<file path="src/rtl/blr_pkg.sv">
package blr_pkg;

  typedef enum logic [1:0] {
    PIX_DUMMY = 2'b00,
    PIX_IMAGE = 2'b01,
    PIX_DARK  = 2'b10,
    PIX_RSVD  = 2'b11
  } pixClass_e;

  // strobes from line control to the datapath, all valid for the current beat
  typedef struct packed {
    logic lineBegin;    // valid beat carrying a line start
    logic darkAdd;      // valid beat of a shielded sample
    logic loadAvg;      // capture the averaged dark level
    logic loadDefault;  // capture the programmable default level
    logic imgBeat;      // valid image sample to correct
    logic markLine;     // first image sample of the line
    logic markFrame;    // first image sample of the frame
    logic markEnd;      // last expected image sample of the line
  } blrStrobe_t;

endpackage

</file>
<file path="src/rtl/blr_ctrl.sv">
module blr_ctrl
  import blr_pkg::*;
#(
  parameter int DARK_PIX = 12,
  parameter int IMG_PIX  = 192
) (
  input  logic       clk,
  input  logic       rstN,
  input  logic       inValid,
  input  logic [1:0] inClass,
  input  logic       inLineStart,
  input  logic       inFrameStart,
  output blrStrobe_t st,
  output logic       errFlag
);

  localparam int CNT_W = $clog2(DARK_PIX + 2);
  localparam int IMG_W = $clog2(IMG_PIX + 1);
  localparam logic [CNT_W-1:0] CNT_OK  = CNT_W'(DARK_PIX);
  localparam logic [CNT_W-1:0] CNT_SAT = CNT_W'(DARK_PIX + 1);
  localparam logic [IMG_W-1:0] IMG_LAST = IMG_W'(IMG_PIX - 1);
  localparam logic [IMG_W-1:0] IMG_SAT  = IMG_W'(IMG_PIX);

  logic [CNT_W-1:0] darkCnt;
  logic [IMG_W-1:0] imgCnt;
  logic [IMG_W-1:0] curImg;
  logic lineSeen;
  logic linePend;
  logic framePend;
  logic lineBegin;
  logic frameBegin;
  logic isImg;
  logic isDark;
  logic countOk;

  always_comb begin
    isImg      = (inClass == PIX_IMAGE);
    isDark     = (inClass == PIX_DARK);
    lineBegin  = inValid && inLineStart;
    frameBegin = lineBegin && inFrameStart;
    countOk    = (darkCnt == CNT_OK);
    curImg     = lineBegin ? '0 : imgCnt;

    st.lineBegin   = lineBegin;
    st.darkAdd     = inValid && isDark;
    st.loadDefault = frameBegin;
    st.loadAvg     = lineBegin && !frameBegin && lineSeen && countOk;
    st.imgBeat     = inValid && isImg;
    st.markLine    = st.imgBeat && (lineBegin || linePend);
    st.markFrame   = st.imgBeat && (frameBegin || (framePend && !lineBegin));
    st.markEnd     = st.imgBeat && (curImg == IMG_LAST);
  end

  // dark-pixel count of the running line, saturating one past the expected value
  always_ff @(posedge clk) begin
    if (!rstN) begin
      darkCnt <= '0;
    end else if (lineBegin) begin
      darkCnt <= st.darkAdd ? CNT_W'(1) : '0;
    end else if (st.darkAdd && darkCnt != CNT_SAT) begin
      darkCnt <= darkCnt + 1'b1;
    end
  end

  // image-pixel position within the line
  always_ff @(posedge clk) begin
    if (!rstN) begin
      imgCnt <= '0;
    end else if (lineBegin) begin
      imgCnt <= st.imgBeat ? IMG_W'(1) : '0;
    end else if (st.imgBeat && imgCnt != IMG_SAT) begin
      imgCnt <= imgCnt + 1'b1;
    end
  end

  // pending first-pixel markers and the error state
  always_ff @(posedge clk) begin
    if (!rstN) begin
      lineSeen  <= 1'b0;
      linePend  <= 1'b0;
      framePend <= 1'b0;
      errFlag   <= 1'b0;
    end else begin
      if (lineBegin) begin
        lineSeen  <= 1'b1;
        linePend  <= !st.imgBeat;
        framePend <= frameBegin && !st.imgBeat;
      end else if (st.imgBeat) begin
        linePend  <= 1'b0;
        framePend <= 1'b0;
      end
      if (lineBegin && lineSeen && !countOk) begin
        errFlag <= 1'b1;
      end
    end
  end

  // once raised, the error never drops without reset
  assert_err_sticky_R6: assert property (@(posedge clk) disable iff (!rstN)
    errFlag |=> errFlag);

  // a bad dark count at a line boundary reports
  assert_bad_count_flag_R6: assert property (@(posedge clk) disable iff (!rstN)
    (lineBegin && lineSeen && darkCnt != CNT_OK) |=> errFlag);

  // a frame marker only ever rides with a line marker
  assert_frame_mark_R7: assert property (@(posedge clk) disable iff (!rstN)
    st.markFrame |-> st.markLine);

endmodule

</file>
<file path="src/rtl/blr_datapath.sv">
module blr_datapath
  import blr_pkg::*;
#(
  parameter int DW       = 12,
  parameter int OW       = 12,
  parameter int DARK_PIX = 12
) (
  input  logic          clk,
  input  logic          rstN,
  input  blrStrobe_t    st,
  input  logic [DW-1:0] inData,
  input  logic [DW-1:0] defaultRef,
  output logic          outValid,
  output logic [OW-1:0] outData,
  output logic          outLineStart,
  output logic          outFrameStart,
  output logic          outLineEnd
);

  // sum of DARK_PIX samples, plus half the divisor for rounding
  localparam int SUM_W  = DW + $clog2(DARK_PIX);
  localparam int RND_W  = SUM_W + 1;
  // exact floor division by DARK_PIX for any RND_W-bit value
  localparam int REC_SH = RND_W + $clog2(DARK_PIX);
  localparam int PROD_W = RND_W + REC_SH + 1;
  localparam logic [63:0] RECIP =
    ((64'd1 << REC_SH) + 64'(DARK_PIX) - 64'd1) / 64'(DARK_PIX);
  localparam logic [RND_W-1:0] HALF = RND_W'(DARK_PIX / 2);
  localparam logic [DW-1:0] OUT_MAX = DW'((64'd1 << OW) - 64'd1);

  logic [SUM_W-1:0]  darkSum;
  logic [RND_W-1:0]  rounded;
  logic [PROD_W-1:0] prod;
  logic [DW-1:0]     avgRef;
  logic [DW-1:0]     refReg;

  logic          s1Valid;
  logic [DW-1:0] s1Data;
  logic          s1Line;
  logic          s1Frame;
  logic          s1End;

  logic [DW:0]   diff;
  logic [OW-1:0] clamped;

  // running dark sum of the current line
  always_ff @(posedge clk) begin
    if (!rstN) begin
      darkSum <= '0;
    end else if (st.lineBegin) begin
      darkSum <= st.darkAdd ? SUM_W'(inData) : '0;
    end else if (st.darkAdd) begin
      darkSum <= darkSum + SUM_W'(inData);
    end
  end

  // rounded mean via reciprocal multiply
  always_comb begin
    rounded = RND_W'(darkSum) + HALF;
    prod    = PROD_W'(rounded) * PROD_W'(RECIP);
    avgRef  = DW'(prod >> REC_SH);
  end

  // black level carried across the line boundary
  always_ff @(posedge clk) begin
    if (!rstN) begin
      refReg <= '0;
    end else if (st.loadDefault) begin
      refReg <= defaultRef;
    end else if (st.loadAvg) begin
      refReg <= avgRef;
    end
  end

  // stage 1: capture the image sample and its markers
  always_ff @(posedge clk) begin
    if (!rstN) begin
      s1Valid <= 1'b0;
      s1Data  <= '0;
      s1Line  <= 1'b0;
      s1Frame <= 1'b0;
      s1End   <= 1'b0;
    end else begin
      s1Valid <= st.imgBeat;
      s1Data  <= inData;
      s1Line  <= st.markLine;
      s1Frame <= st.markFrame;
      s1End   <= st.markEnd;
    end
  end

  // subtract and saturate against the level now in force
  always_comb begin
    diff = {1'b0, s1Data} - {1'b0, refReg};
    if (diff[DW]) begin
      clamped = '0;
    end else if (diff[DW-1:0] > OUT_MAX) begin
      clamped = OW'(OUT_MAX);
    end else begin
      clamped = OW'(diff[DW-1:0]);
    end
  end

  // stage 2: output registers
  always_ff @(posedge clk) begin
    if (!rstN) begin
      outValid      <= 1'b0;
      outData       <= '0;
      outLineStart  <= 1'b0;
      outFrameStart <= 1'b0;
      outLineEnd    <= 1'b0;
    end else begin
      outValid      <= s1Valid;
      outData       <= s1Valid ? clamped : '0;
      outLineStart  <= s1Valid && s1Line;
      outFrameStart <= s1Valid && s1Frame;
      outLineEnd    <= s1Valid && s1End;
    end
  end

  // the level only moves on a load strobe
  assert_ref_hold_R6: assert property (@(posedge clk) disable iff (!rstN)
    (!st.loadAvg && !st.loadDefault) |=> $stable(refReg));

  // a frame start installs the default level
  assert_default_load_R4: assert property (@(posedge clk) disable iff (!rstN)
    st.loadDefault |=> (refReg == $past(defaultRef)));

  // a sample at or below the level comes out as zero
  assert_sat_low_R5: assert property (@(posedge clk) disable iff (!rstN)
    (s1Valid && s1Data <= refReg) |=> (outValid && outData == '0));

endmodule

</file>
<file path="src/rtl/black_level_restorer.sv">
module black_level_restorer
  import blr_pkg::*;
#(
  parameter int DW       = 12,
  parameter int OW       = 12,
  parameter int DARK_PIX = 12,
  parameter int IMG_PIX  = 192
) (
  input  logic          clk,
  input  logic          rstN,
  input  logic          inValid,
  input  logic [DW-1:0] inData,
  input  logic [1:0]    inClass,
  input  logic          inLineStart,
  input  logic          inFrameStart,
  input  logic [DW-1:0] defaultRef,
  output logic          outValid,
  output logic [OW-1:0] outData,
  output logic          outLineStart,
  output logic          outFrameStart,
  output logic          outLineEnd,
  output logic          errSticky
);

  blrStrobe_t st;

  blr_ctrl #(
    .DARK_PIX(DARK_PIX),
    .IMG_PIX (IMG_PIX)
  ) uCtrl (
    .clk         (clk),
    .rstN        (rstN),
    .inValid     (inValid),
    .inClass     (inClass),
    .inLineStart (inLineStart),
    .inFrameStart(inFrameStart),
    .st          (st),
    .errFlag     (errSticky)
  );

  blr_datapath #(
    .DW      (DW),
    .OW      (OW),
    .DARK_PIX(DARK_PIX)
  ) uData (
    .clk          (clk),
    .rstN         (rstN),
    .st           (st),
    .inData       (inData),
    .defaultRef   (defaultRef),
    .outValid     (outValid),
    .outData      (outData),
    .outLineStart (outLineStart),
    .outFrameStart(outFrameStart),
    .outLineEnd   (outLineEnd)
  );

  // anything but a valid image beat leaves no output two cycles on
  assert_discard_R1: assert property (@(posedge clk) disable iff (!rstN)
    !(inValid && inClass == PIX_IMAGE) |-> ##2 !outValid);

  // a valid image beat always emerges two cycles on
  assert_latency_R2: assert property (@(posedge clk) disable iff (!rstN)
    (inValid && inClass == PIX_IMAGE) |-> ##2 outValid);

  // markers only accompany a corrected sample
  assert_marker_valid_R7: assert property (@(posedge clk) disable iff (!rstN)
    (outLineStart || outFrameStart || outLineEnd) |-> outValid);

endmodule

</file>
<file path="config.mk">
export PLATFORM = sky130hd
export DESIGN_NAME = black_level_restorer
export DESIGN_NICKNAME = d
export VERILOG_FILES = /design/src/rtl/blr_pkg.sv /design/src/rtl/blr_ctrl.sv /design/src/rtl/blr_datapath.sv /design/src/rtl/black_level_restorer.sv
export SDC_FILE = /design/constraint.sdc
export NUM_CORES = 1
export LEC_CHECK = 0
export ABC_AREA = 1
export BUFFER_PORTS_ARGS = -buffer_cell sky130_fd_sc_hd__buf_2
export CAP_MARGIN = 15
export CORE_MARGIN = 3
export CORE_UTILIZATION = 41
export DETAILED_ROUTE_END_ITERATION = 12
export PLACE_DENSITY = 0.58
export SYNTH_ARGS = -nofsm -noshare
export SYNTH_HDL_FRONTEND = slang
export SYNTH_SLANG_ARGS = --single-unit
</file>
<file path="constraint.sdc">
create_clock -name clk -period 8.4 [get_ports clk]
set_clock_uncertainty 0.05 [all_clocks]
set_input_delay 0.84 -clock clk [delete_from_list [all_inputs] [get_ports clk]]
set_output_delay 0.84 -clock clk [all_outputs]
set_load 0.1 [all_outputs]
</file>
==> flow_summary.json, run 1 <==
{
  "r2r.worst_path.cells": 26,
  "relSlewSlack_pct": 38.99,
  "clockBufferDepth": 2,
  "wire_per_inst_um": 14.37,
  "crit_end": "uData.refReg[0]$_SDFFE_PN0P_",
  "grt_pass1_vias": 7554,
  "required_ns": 8.53,
  "antenna_left": 0,
  "ys.flop_type": "dfxtp_1",
  "numCtsBuffers": 9,
  "final_cell_area_sq_um": 9976,
  "synth_area_leader_cell": "ha_1",
  "tns_ns": 0,
  "io_pins": 48,
  "crit_path_max_fanout": 8,
  "nets": 1543,
  "cts_resized": 0,
  "core_sq_um": 21490,
  "cp-start-kind": "register",
  "clock_sinks": 76,
  "ys_seq_area_share_pct": 16.64,
  "synth_most_common_cell": "inv_1",
  "placed_area_sq_um": 9683,
  "synth_area_leaders": "ha_1, fa_1, dfxtp_1, inv_1, nand2_1",
  "die_area_sq_um": 24120,
  "num_vias": 7574,
  "start_util_pct": 42.55,
  "drtIter0Drc": 300,
  "synth_common_cells": "inv_1, nand2_1, ha_1",
  "synthCells": 1238,
  "arrival_ns": 6.92,
  "fill_cells": 2259,
  "rows": 53,
  "viasPerCell": 4.830,
  "synth-edff-count": 0,
  "yosysTopAreaCellShare_pct": 19.16,
  "fin_crit_sh_pct": 80.73,
  "worst_ir_drop_vdd_mv": 0.07400,
  "r2r_slack_ns": 1.62,
  "dp_hpwl_um": 19740,
  "cts_tree": "done",
  "syn_area_per_cell_sq_um": 7.384,
  "cts_hold_buf": 0,
  "syn-cell-area_sq_um": 9141,
  "layout-drive-gt1-share_pct": 7.193,
  "antenna_found_initial": 0,
  "worstHoldPathType": "register to register",
  "worst_pin_slew_ns": 0.9118,
  "clkLatencyLatePin_ns": 0.34,
  "p_per_area_nw_per_um2": 153.5,
  "clk_pin_slew_ns": 0.06,
  "max_freq_mhz": 147.5,
  "grt_overflow": 0,
  "cts_setup_buffers": 0,
  "die_y_um": 155.3,
  "drv_slew": 0,
  "timing.rr.start": "uData.darkSum[1]$_SDFFE_PN0P_",
  "routabilityCongestion": 0.8794,
  "chipWidth_um": 155.3,
  "regToRegEndpoint": "uData.refReg[0]$_SDFFE_PN0P_",
  "rsz0062_at_grt": "no",
  "place_ws_ns": 1.647,
  "grt_pass1_wl_um": 37210,
  "status": "complete, no violations",
  "timing.hold.ws_ns": 0.3585,
  "drc": 0,
  "n_antenna_cell": 0,
  "synth-seq-cells": 76,
  "fin_util_pct": 46.43,
  "ctsHtreeMaxLevel": 3,
  "yosys_warnings": 0,
  "maxCapViolCount": 0,
  "end_kind": "register",
  "grt_max_degree": 29,
  "setup_ws_ns": 1.619,
  "io_buffers": 47,
  "setup_violations": 0,
  "synthArstFlopShare_pct": 0,
  "worstSetupPathType": "register to register",
  "leakagePower_nw": 5.358,
  "syn_to_final_growth_pct": 9.130,
  "root_buffer": "clkbuf_16",
  "grt_usage_pct": 19.10,
  "critPathLaunch": "uData.darkSum[1]$_SDFFE_PN0P_",
  "layout_min_cycle_time_ns": 6.781,
  "first_pass_iters": 5,
  "wirelength_um": 22530,
  "synthDistinctLibCells": 42,
  "final-hold-violation-count": 0
}
## layout by cell type (no fill, tap or decap), types with 6 or more instances in the layout
master / instances
nand3_1: 59
a31oi_1: 15
a21o_1: 6
xor2_1: 17
fa_1: 84
nand2_1: 222
ha_1: 140
nor2_1: 107
clkbuf_16: 9
buf_2: 47
a21oi_1: 80
xnor2_1: 6
nor3_1: 13
or2_2: 6
nand4_1: 8
o21ai_0: 47
inv_1: 295
dfxtp_1: 76
## flip-flops by register name, indices dropped and copies added, names as in the netlist
register / count
uData.darkSum: 16
uData.outData: 12
uData.refReg: 12
uData.s1Data: 12
uCtrl.imgCnt: 8
uCtrl.darkCnt: 4
uCtrl.errFlag: 1
uCtrl.framePend: 1
uCtrl.linePend: 1
uCtrl.lineSeen: 1
uData.outFrameStart: 1
uData.outLineEnd: 1
uData.outLineStart: 1
uData.outValid: 1
uData.s1End: 1
uData.s1Frame: 1
uData.s1Line: 1
uData.s1Valid: 1
## how the worst min path moves through the flow
stage | start | to | cells past startpoint
2_1_floorplan | uData.s1Frame$_SDFF_PN0_ | uData.outFrameStart$_SDFF_PN0_ | 2
3_3_place_gp | uData.s1Line$_SDFF_PN0_ | uData.outLineStart$_SDFF_PN0_ | 2
3_5_place_dp | uData.s1End$_SDFF_PN0_ | uData.outLineEnd$_SDFF_PN0_ | 2
4_1_cts | uData.s1End$_SDFF_PN0_ | uData.outLineEnd$_SDFF_PN0_ | 2
5_1_grt | uData.s1Line$_SDFF_PN0_ | uData.outLineStart$_SDFF_PN0_ | 2
6_report | uData.s1End$_SDFF_PN0_ | uData.outLineEnd$_SDFF_PN0_ | 2
## through the flow
step           std cells  total power [W]
2_1_floorplan       1240        0.0009479
3_3_place_gp        1552         0.001151
3_5_place_dp        1552         0.001150
4_1_cts             1568         0.001545
5_1_grt             1568         0.001685
6_report            1568         0.001531
## routing by layer
metal  vias up  share of wire [%]  GRT usage [%]
li1       3964                  -              -
met3        21                4.6          3.477
met5         -                  0              0
met4         0                1.3          3.418
met2       124                 45          31.29
met1      3465                 50          26.78
## critical path, cell delays in order, from the launching register on
cell and delay, ns:
dfxtp_1 0.38, inv_2 0.12, ha_1 0.24, nor2_1 0.17, nand3_1 0.17, nor2_1 0.13, nand2_1 0.09, nor3_2 0.17
xor2_1 0.33, ha_1 0.34, fa_1 0.54, fa_1 0.69, inv_1 0.10, fa_1 0.51, fa_1 0.51, fa_1 0.54
inv_1 0.04, ha_1 0.32, nand2_1 0.10, nor2_1 0.14, inv_1 0.07, o21ai_0 0.27, inv_1 0.08, nand3_1 0.14
nor2_1 0.07, o21ai_0 0.20, a21oi_1 0.10
## kinds of logic after synthesis
kind of cell / share of synthesized area, %
compound gates: 10.74
flops: 16.64
fa+ha+maj: 37.56
buf+inv: 12.85
simple gates: 19.96
other cells: 0.04102
xor+xnor: 2.204
## cell type report
type	instances	area [sq um]	area share [%]
Multi-Input combinational cell	854	6452	64.68
Sequential cell	76	1521	15.25
Inverter	299	1122	11.25
Tap cell	275	344.1	3.449
Timing Repair Buffer	48	242.7	2.433
Clock buffer	10	229.0	2.295
Clock inverter	6	63.81	0.6397
## where the power goes
group / switching (W) / internal, W / leakage, nW
logic: 0.000501 / 0.000264 / 4.60
clock network: 0.000155 / 0.000230 / 0.139
registers: 0.00000913 / 0.000371 / 0.618
Note: power is estimated with default switching activity, not from simulation.
==> run 2: changes to the inputs <==
Settings changed: ABC_AREA 1 to 0, PLACE_DENSITY 0.58 to 0.61.
Clock period 8.4 ns to 5.7 ns, I/O delays scaled along.
==> run 2 against run 1 <==
Against the previous run: the flow now finishes with violations (negative setup slack); flip-flop and latch count did not move; register-to-register slack lost 1.9 ns; maximum frequency is 14% higher; synthesized area shrank 10%; synthesized cell count shrank 27%; non-clock buffer count up 101; sequential share of layout area shrank 0.48 points; first-iteration DRC count rose by 11%; wire length decreased by 11%; largest power group unchanged.
==> flow_summary.json, run 2 <==
{
  "status": "finished with violations",
  "violations": "negative setup slack",
  "top_register": "uData.darkSum",
  "cts_hold_buf": 0,
  "wire_per_inst_um": 15.22,
  "io_buffers": 47,
  "holdPathEnd": "uData.s1Line$_SDFF_PN0_",
  "crit_path_max_fanout": 5,
  "start_util_pct": 41.96,
  "numCtsBuffers": 9,
  "required_ns": 5.92,
  "synthArstFlopShare_pct": 0,
  "yosys_warnings": 0,
  "slowest_stage": "fa_1",
  "die_area_sq_um": 21780,
  "clockBufferDepth": 2,
  "chipWidth_um": 147.6,
  "fin_crit_sh_pct": 104.1,
  "ctsHtreeMaxLevel": 3,
  "rsz0062_at_grt": "yes",
  "syn_to_final_growth_pct": 26.67,
  "clock_sinks": 76,
  "synthCells": 907,
  "max_freq_mhz": 168.5,
  "setup_violations": 11,
  "worst_ir_drop_vdd_mv": 0.1664,
  "io_pins": 48,
  "fill_cells": 1826,
  "n_antenna_cell": 0,
  "core_sq_um": 19590,
  "synth-seq-cells": 76,
  "final_common_cell": "inv_1",
  "timing.rr.start": "uData.darkSum[7]$_SDFFE_PN0P_",
  "r2r.worst_path.cells": 26,
  "synthDistinctLibCells": 58,
  "clkLatencyLatePin_ns": 0.34,
  "cp-start-kind": "register",
  "maxCapViolCount": 0,
  "holdCritStartpoint": "uCtrl.linePend$_SDFFE_PN0P_",
  "routabilityCongestion": 0.9266,
  "synth_common_cells": "inv_1, ha_1, fa_1",
  "root_buffer": "clkbuf_16",
  "grt_pass1_vias": 7027,
  "grt_usage_pct": 19.43,
  "ys.flop_type": "dfxtp_1",
  "fin_util_pct": 53.15,
  "syn_area_per_cell_sq_um": 9.062,
  "grt_max_degree": 31,
  "viasPerCell": 5.026,
  "drtIter0Drc": 334,
  "drv_slew": 0,
  "regToRegEndpoint": "uData.refReg[3]$_SDFFE_PN0P_",
  "r2r_slack_ns": -0.23,
  "final_cell_area_sq_um": 10410,
  "drc": 0,
  "worst_pin_slew_ns": 1.019,
  "antenna_found_initial": 0,
  "end_kind": "register",
  "syn-cell-area_sq_um": 8219,
  "grt_overflow": 0,
  "placed_area_sq_um": 9535,
  "synth_area_leader_cell": "ha_1",
  "synth-edff-count": 0,
  "synth_area_leaders": "ha_1, fa_1, dfxtp_1, inv_1, nor2_1",
  "rows": 51,
  "multi_input_area_sq_um": 6505,
  "nets": 1308,
  "first_pass_iters": 5,
  "worstSetupPathType": "register to register",
  "relSlewSlack_pct": 31.14,
  "die_y_um": 147.6,
  "layout_min_cycle_time_ns": 5.933,
  "clk_pin_slew_ns": 0.06,
  "place_ws_ns": -0.5653,
  "worstHoldPathCells": 2,
  "final-hold-violation-count": 0,
  "p_per_area_nw_per_um2": 210.5,
  "layout-drive-gt1-share_pct": 25.80,
  "yosysTopAreaCellShare_pct": 21.31,
  "leakagePower_nw": 5.240,
  "layout_common_cells": "inv_1, ha_1, buf_4",
  "grt_pass1_wl_um": 34270,
  "dp_hpwl_um": 16620,
  "num_vias": 6650,
  "ys_seq_area_share_pct": 18.51,
  "worstHoldPathType": "register to register",
  "setup_ws_ns": -0.2333,
  "critPathLaunch": "uData.darkSum[7]$_SDFFE_PN0P_",
  "tns_ns": -1.806,
  "arrival_ns": 6.15,
  "synth_most_common_cell": "inv_1",
  "seq_area_sq_um": 1538,
  "wirelength_um": 20140,
  "cts_tree": "done",
  "slowest_delay_ns": 0.50,
  "antenna_left": 0,
  "largest_reg_flops": 16
}
## run 2: per-layer routing
layer / GRT usage (%) / vias up / share of wire (%)
li1: - / 3297 / -
met1: 25.30 / 3213 / 45
met4: 4.846 / 0 / 1.8
met3: 3.066 / 26 / 3.9
met5: 0 / - / 0
met2: 33.88 / 114 / 50
## run 2: worst max path at each step
stage / endpoint / slack, ns / cells past startpoint
global route: uData.refReg[5]$_SDFFE_PN0P_ / -0.52 / 26
floorplan: uData.refReg[10]$_SDFFE_PN0P_ / -0.29 / 22
detailed placement: uData.refReg[3]$_SDFFE_PN0P_ / -0.57 / 21
CTS: uData.refReg[4]$_SDFFE_PN0P_ / -0.25 / 25
finish: uData.refReg[3]$_SDFFE_PN0P_ / -0.23 / 26
global placement: uData.refReg[3]$_SDFFE_PN0P_ / -0.47 / 23
## run 2: layout make-up
cell class                 count  share of cell area [%]
multi-input combinational    628                   62.48
sequential                    76                   14.77
timing repair buffer         149                   9.795
inverter                     189                   6.838
tap                          265                   3.185
clock buffer                  11                   2.536
clock inverter                 5                  0.3966
## run 2: power by group
| group | internal, W | leakage (nW) | switching (W) |
|---|---|---|---|
| combinational | 0.000485 | 4.47 | 0.000573 |
| sequential | 0.000549 | 0.624 | 0.0000109 |
| clock | 0.000338 | 0.149 | 0.000236 |
## run 2: timing repair
action / in CTS / in global routing
gates cloned: 0 / 0
buffers inserted: 15 / 5
endpoints found under the setup margin: 12 / 12
resized for setup: 58 / 32
pin swaps: 74 / 41
## run 2: per-stage QoR
stage / power, W / hold slack [ns] / instances
2_1_floorplan: 0.001193 / 0.3771 / 909
6_report: 0.002191 / 0.4193 / 1323
5_1_grt: 0.002378 / 0.4348 / 1323
3_5_place_dp: 0.001468 / 0.4026 / 1288
4_1_cts: 0.002152 / 0.4174 / 1318
3_3_place_gp: 0.001457 / 0.3992 / 1288
## run 2: worst max-delay path, delay by kind of cell (launching register included)
kind | cells | cell delay, ns
xor+xnor | 1 | 0.15
compound gates | 2 | 0.30
fa+ha+maj | 7 | 2.70
buf+inv | 8 | 0.82
flops | 1 | 0.35
simple gates | 8 | 1.49
## run 2: cell families after synthesis
group	Yosys count	share of synthesized area (%)
adder cells (fa/ha/maj)	224	41.77
AND/OR/NAND/NOR	216	13.37
buffers and inverters	205	9.469
AO/OA/AOI/OAI	132	11.11
flip-flops	76	18.51
XOR/XNOR	49	5.222
multiplexers	4	0.5024
other	1	0.04563
